`config.mk`:
```
export PLATFORM = sky130hd
export DESIGN_NAME = uart_tx_flags
export DESIGN_NICKNAME = d
export VERILOG_FILES = /design/src/rtl/uart_tx_flags.sv
export SDC_FILE = /design/constraint.sdc
export NUM_CORES = 1
export LEC_CHECK = 0
export ABC_AREA = 1
export BUFFER_PORTS_ARGS = -buffer_cell sky130_fd_sc_hd__buf_4
export CAP_MARGIN = 5
export CORE_UTILIZATION = 59
export DETAILED_ROUTE_END_ITERATION = 6
export MAX_ROUTING_LAYER = met4
export PLACE_DENSITY = 0.84
export SLEW_MARGIN = 40
export SYNTH_ARGS = -nofsm -noshare
export SYNTH_HDL_FRONTEND = slang
export SYNTH_SLANG_ARGS = --single-unit
export TNS_END_PERCENT = 1
```
`constraint.sdc`:
```
create_clock -name clk -period 2.3 [get_ports clk]
set_input_delay 0.46 -clock clk [delete_from_list [all_inputs] [get_ports clk]]
set_output_delay 0.46 -clock clk [all_outputs]
set_load 0.005 [all_outputs]
```
`src/rtl/uart_tx_flags.sv`:
```
module uart_tx_flags #(
  parameter int DW = 8
) (
  input  logic          clk,
  input  logic          rst_n,
  input  logic          baud_tick,
  input  logic          stat_rd,
  input  logic          data_wr,
  input  logic [DW-1:0] wr_data,
  input  logic          ctl_wr,
  input  logic [1:0]    ctl_wdata,
  input  logic          preamble_req,
  input  logic          break_req,
  output logic          txd,
  output logic          flag_empty,
  output logic          flag_done,
  output logic          irq_empty,
  output logic          irq_done
);
  localparam int FW = DW + 2;
  localparam int CW = $clog2(FW);

  logic [DW-1:0] hold_q;
  logic [FW-1:0] sh_q;
  logic [CW-1:0] cnt_q;
  logic tdre_q, tc_q, arm_q, en_e_q, en_c_q, pre_q, brk_q, busy_q;

  logic queue_data, last, take, ld_brk, ld_pre, ld_dat, ld_any;
  logic tdre_d, busy_d, pre_d, brk_d;

  assign queue_data = data_wr & arm_q;
  assign last   = busy_q && (cnt_q == CW'(FW-1));
  assign take   = baud_tick && (!busy_q || last);
  assign ld_brk = take && brk_q;
  assign ld_pre = take && !brk_q && pre_q;
  assign ld_dat = take && !brk_q && !pre_q && !tdre_q;
  assign ld_any = ld_brk || ld_pre || ld_dat;

  assign pre_d  = (pre_q && !ld_pre) || preamble_req;
  assign brk_d  = (brk_q && !ld_brk) || break_req;
  assign tdre_d = queue_data ? 1'b0 : (ld_dat ? 1'b1 : tdre_q);
  assign busy_d = ld_any ? 1'b1 : ((baud_tick && last) ? 1'b0 : busy_q);

  always_ff @(posedge clk or negedge rst_n) begin
    if (!rst_n) begin
      hold_q <= '0;
      tdre_q <= 1'b1;
      tc_q   <= 1'b1;
      arm_q  <= 1'b0;
      en_e_q <= 1'b0;
      en_c_q <= 1'b0;
      pre_q  <= 1'b0;
      brk_q  <= 1'b0;
      busy_q <= 1'b0;
      sh_q   <= '1;
      cnt_q  <= '0;
    end else begin
      if (data_wr) hold_q <= wr_data;
      if (data_wr) arm_q <= 1'b0;
      else if (stat_rd && tdre_q) arm_q <= 1'b1;
      if (ctl_wr) begin
        en_e_q <= ctl_wdata[0];
        en_c_q <= ctl_wdata[1];
      end
      tdre_q <= tdre_d;
      pre_q  <= pre_d;
      brk_q  <= brk_d;
      busy_q <= busy_d;
      tc_q   <= tdre_d && !busy_d && !pre_d && !brk_d;
      if (ld_any) begin
        cnt_q <= '0;
        if (ld_brk)      sh_q <= '0;
        else if (ld_pre) sh_q <= '1;
        else             sh_q <= {1'b1, hold_q, 1'b0};
      end else if (baud_tick && busy_q) begin
        cnt_q <= cnt_q + 1'b1;
        sh_q  <= {1'b1, sh_q[FW-1:1]};
      end
    end
  end

  assign txd        = busy_q ? sh_q[0] : 1'b1;
  assign flag_empty = tdre_q;
  assign flag_done  = tc_q;
  assign irq_empty  = tdre_q & en_e_q;
  assign irq_done   = tc_q & en_c_q;

  assert_idle_line_R6: assert property (@(posedge clk) disable iff (!rst_n)
    flag_done |-> txd);
  assert_done_needs_empty_R6: assert property (@(posedge clk) disable iff (!rst_n)
    flag_done |-> flag_empty);
  assert_empty_clear_by_write_R3: assert property (@(posedge clk) disable iff (!rst_n)
    $fell(flag_empty) |-> $past(data_wr));
  assert_empty_set_on_tick_R5: assert property (@(posedge clk) disable iff (!rst_n)
    $rose(flag_empty) |-> $past(baud_tick));
  assert_req_clears_done_R7: assert property (@(posedge clk) disable iff (!rst_n)
    (preamble_req || break_req) |=> !flag_done);
  assert_break_low_R8: assert property (@(posedge clk) disable iff (!rst_n)
    (baud_tick && brk_q && !busy_q) |=> !txd);
endmodule

```
; ---- Word level (Yosys, flattened, before mapping)
; Cells that the tools add are included.
[classes]
n_addsub = 1
eq_ne = 1
mux = 13
bitwise = 3
reduce_logical = 31
[op_table]
columns = operator, n
row1 = 10-bit 2-to-1 mux, 3
row2 = 1-bit logical AND, 15
row3 = 1-bit zero test, 9
row4 = 9-bit 2-to-1 mux, 1
row5 = 4-bit 2-to-1 mux, 2
row6 = 1-bit 2-to-1 mux, 7
row7 = 1-bit logical OR, 5
row8 = "4-bit by 1-bit adder with 4-bit output, second input constant", 1
row9 = "4-bit == test, second input constant", 1
row10 = 2-bit nonzero test, 2
row11 = 1-bit AND, 3
[word_totals]
ff_bits = 30
input_bits = 18
wordCells = 60

; ---- Longest topological paths before layout
[depth]
depth_word = 13
ltp_mapped = 10
depth_no_buf = 10

; ---- Least setup slack after synthesis
; OpenSTA, ideal clock, no wires.
[synth_path]
path_kind = register to register
startpoint = register cnt_q[1]
endpoint = register cnt_q[3]
setup_ns = 0.119
arrival_time_ns = 1.166
t_required_ns = 2.181
setup_slack_ns = 1.015
path_stages_with_launch = 8
path_buffers = 1
path_cell_list = dfrtp_1 > inv_1 > ha_1 > nand3_2 > nand2_2 > nand3_2 > buf_6 > and2_1
[synth_via]
elab_chain_cells = 9
[synth_lines]
columns = item, line
row1 = "start, declared", 25  ; logic [CW-1:0] cnt_q;
row2 = "start signal, assigned", 76  ; cnt_q <= cnt_q + 1'b1;
row3 = 4-bit == test, 32  ; assign last = busy_q && (cnt_q == CW'(FW-1));
row4 = 1-bit logical AND, 32
row5 = 1-bit logical OR, 33  ; assign take = baud_tick && (!busy_q || last);
row6 = 1-bit logical AND, 33
row7 = 1-bit logical AND, "35, 36"
row8 = 1-bit logical AND (on tied branches), "35, 36"
row9 = 1-bit logical OR or 1-bit logical AND (tied branches), "37, 36"
row10 = 1-bit logical OR, 37  ; assign ld_any = ld_brk || ld_pre || ld_dat;
row11 = 4-bit 2-to-1 mux or 2-bit nonzero test (tied branches), --
; Parallel ways exist; a longest one is shown, timed or not. The select of a mux whose other input is x is not followed.
; A chain may end at the register's enable or synchronous reset.

; ---- Worst setup path in the final report
[layout_path]
startpoint = register tdre_q, in the netlist flag_empty
endpoint = output irq_empty
[layout_via]
elab_chain_cells = 1
[layout_lines]
columns = item, line
row1 = "start, declared", 26  ; logic tdre_q, tc_q, arm_q, en_e_q, en_c_q, pre_q, brk_q, busy_q;
row2 = "start signal, assigned", 65  ; tdre_q <= tdre_d;
row3 = 1-bit AND, 85  ; assign irq_empty = tdre_q & en_e_q;
row4 = "end, declared", 17  ; output logic irq_empty,
; Every way passes these cells.

==> flow_summary.yaml <==
floorplanning:
  ios: 23
  die-area_um2: 2610
  rows: 17
  dieHeight_um: 51.1
  die_x_um: 51.1
  coreArea_um2: 2230
  initial_core_util_pct: 63.6
final_layout:
  nets: 194
  fill_cells: 184
  final_util_pct: 74.5
  drive_gt1_share_pct: 37.7
  area_growth_syn_to_layout_pct: 17.1
  layout.area.seq_um2: 766
  antenna_cells: 0
  multiInputGateArea_um2: 558
timing:
  finalHoldViolations: 0
  setup_viol: 0
  hold_ws_ps: 50.5
  rsz0062_at_grt: "false"
  max_freq_mhz: 623
  finalCriticalPeriod_ps: 1610
  setup_tns_ps: 0
  fin_crit_sh_pct: 69.8
  clock_skew_ps: 13.4
  relSlewSlack_pct: 75.8
  finalMaxSlewViolations: 0
  tightest_slew_ps: 363
synth:
  synthCells: 148
  synth.most_common_cell: "nand2_1"
  syn-num-nets: 168
  synth_area_per_cell_um2: 9.60
  ys_seq_elements: 30
  synth_edf_count: 0
  synthTopCellsByCount: "nand2_1, dfrtp_1, inv_1"
  synth.largest_area_cell: "dfrtp_1"
  synth_seq_area_share_pct: 53.9
  synth_top_area_share_pct: 31.7
  synth.top_cells.by_area: "dfrtp_1, dfstp_2, nand2_1, mux2_2, o21ai_0"
  netlist_area_um2: 1420
  synth_cell_types: 24
  yosysWarnings: 0
  ys_dominant_reg_cell: "dfrtp_1"
  async_reset_ff_share_pct: 100
critical_path:
  timing.rr.start: "cnt_q[1]$_DFFE_PN0P_"
  cp.arrival_ps: 1150
  endpoint_kind: "output pin"
  reg2reg_depth: 8
  cp.required_ps: 1840
  crit_end: "irq_empty"
  r2r_slack_ps: 700
  cp-startpoint: "flag_empty$_DFF_PN1_"
  timing.rr.end: "sh_q[2]$_DFFE_PN1P_"
  path_class: "reg -> out"
  crit_fanout: 7
  cp-start-kind: "register"
clocking:
  cts_hold_buffers: 0
  cts_buffers: 5
  htree_levels: 2
  root_buffer: "clkbuf_4"
  insertion_delay_ps: 320
  clock_sinks: 30
  clkTransAtPathRegs_ps: 100
  cts_setup_buffers: 0
  post_cts_resized: 0
  cts_tree: "yes"
  cts_max_path_buffers: 2
global_routing:
  grt_pass1_wl_um: 4160
  grt_usage_pct: 22.8
  grt_pass1_vias: 987
  antenna_found_initial: 0
  grt_overflow: 0
  grt_max_degree: 31
pwr:
  power.total_mw: 1.65
  cellPowerDensity_nw_per_um2: 990
  p_leak_nw: 0.796
  vdd_drop_max_mv: 0.671
routing:
  vias: 1055
  drt_iter0_markers: 21
  post_drt_wl_per_cell_um: 12.5
  ant_nets: 0
  drt_wl_total_um: 2530
  viasPerCell: 5.20
  remaining_drc_errors: 0
  first_pass_iters: 4
flow_run:
  cap_violations: 0
placement:
  port_buffers: 22
  hpwl_um: 1890
  place_congestion: 0.790
run_status:
  status: "complete, no violations"
min_path:
  hp-class: "in -> async"
==> report_power, final <==
part / leakage [nW] / internal (mW) / switching, mW
combinational: 0.426 / 0.221 / 0.262
clock: 0.0343 / 0.147 / 0.172
sequential: 0.335 / 0.742 / 0.102
total: 0.796 / 1.11 / 0.536
==> flip-flops by register name, summed over array words and instances, names as in the netlist <==
| register | cells |
|---|---|
| arm_q | 1 |
| flag_done | 1 |
| pre_q | 1 |
| sh_q | 10 |
| brk_q | 1 |
| en_c_q | 1 |
| hold_q | 8 |
| en_e_q | 1 |
| busy_q | 1 |
| flag_empty | 1 |
| cnt_q | 4 |
==> per-layer routing <==
layer | vias up | part of all wire, % | wire length (um) | GRT usage, %
met5 | - | 0 | 0 | -
met4 | 0 | 1.1 | 27 | 6.94
met3 | 4 | 3.3 | 83 | 7.14
met2 | 19 | 51 | 1300 | 39.0
met1 | 497 | 44 | 1120 | 25.4
li1 | 535 | - | - | -
==> worst min path at each step <==
| stage | from | to | slack, ps | cells after the start |
|---|---|---|---|---|
| after floorplan | rst_n | arm_q$_DFFE_PN0P_ | 160 | 0 |
| after global placement | rst_n | cnt_q[3]$_DFFE_PN0P_ | 400 | 1 |
| after detailed placement | rst_n | en_e_q$_DFFE_PN0P_ | 400 | 1 |
| after CTS | rst_n | cnt_q[3]$_DFFE_PN0P_ | 50 | 1 |
| after global routing | rst_n | en_c_q$_DFFE_PN0P_ | 50 | 1 |
| final | rst_n | brk_q$_DFF_PN0_ | 50 | 1 |
==> logic make-up after synthesis <==
| family | count (synthesis) | synth area share [%] |
|---|---|---|
| flops | 30 | 53.9 |
| compound gates | 27 | 11.0 |
| fa+ha+maj | 2 | 1.76 |
| mux | 7 | 5.55 |
| buf+inv | 23 | 6.78 |
| simple gates | 58 | 20.4 |
| xor+xnor | 1 | 0.617 |
==> worst max-delay path: stages (launching register included) <==
cell and delay (ps):
dfstp_2 620, nand2_1 60, inv_1 50, buf_4 90
==> final cells by class <==
| type | count | area share (%) |
|---|---|---|
| inverter | 20 | 4.51 |
| multi-input combinational | 95 | 33.6 |
| sequential | 30 | 46.0 |
| tap | 28 | 2.11 |
| timing repair buffer | 22 | 9.93 |
| clock inverter | 2 | 0.752 |
| clock buffer | 6 | 3.09 |
==> cell usage in the layout, fill, tap and decap left out, drive strengths merged, types with 7 or more instances in the layout <==
cell    n
buf    22
dfrtp  18
dfstp  12
inv    20
mux2    7
nand2  32
nand3  11
o21ai  15
==> per-stage QoR <==
step	setup slack (ps)	cell area (um2)	instances
after floorplan	1020	1420	148
after global placement	828	1600	195
after detailed placement	740	1600	195
after CTS	677	1660	203
after global routing	559	1660	203
final	694	1660	203
No activity file was read; power rests on OpenSTA's default activity.
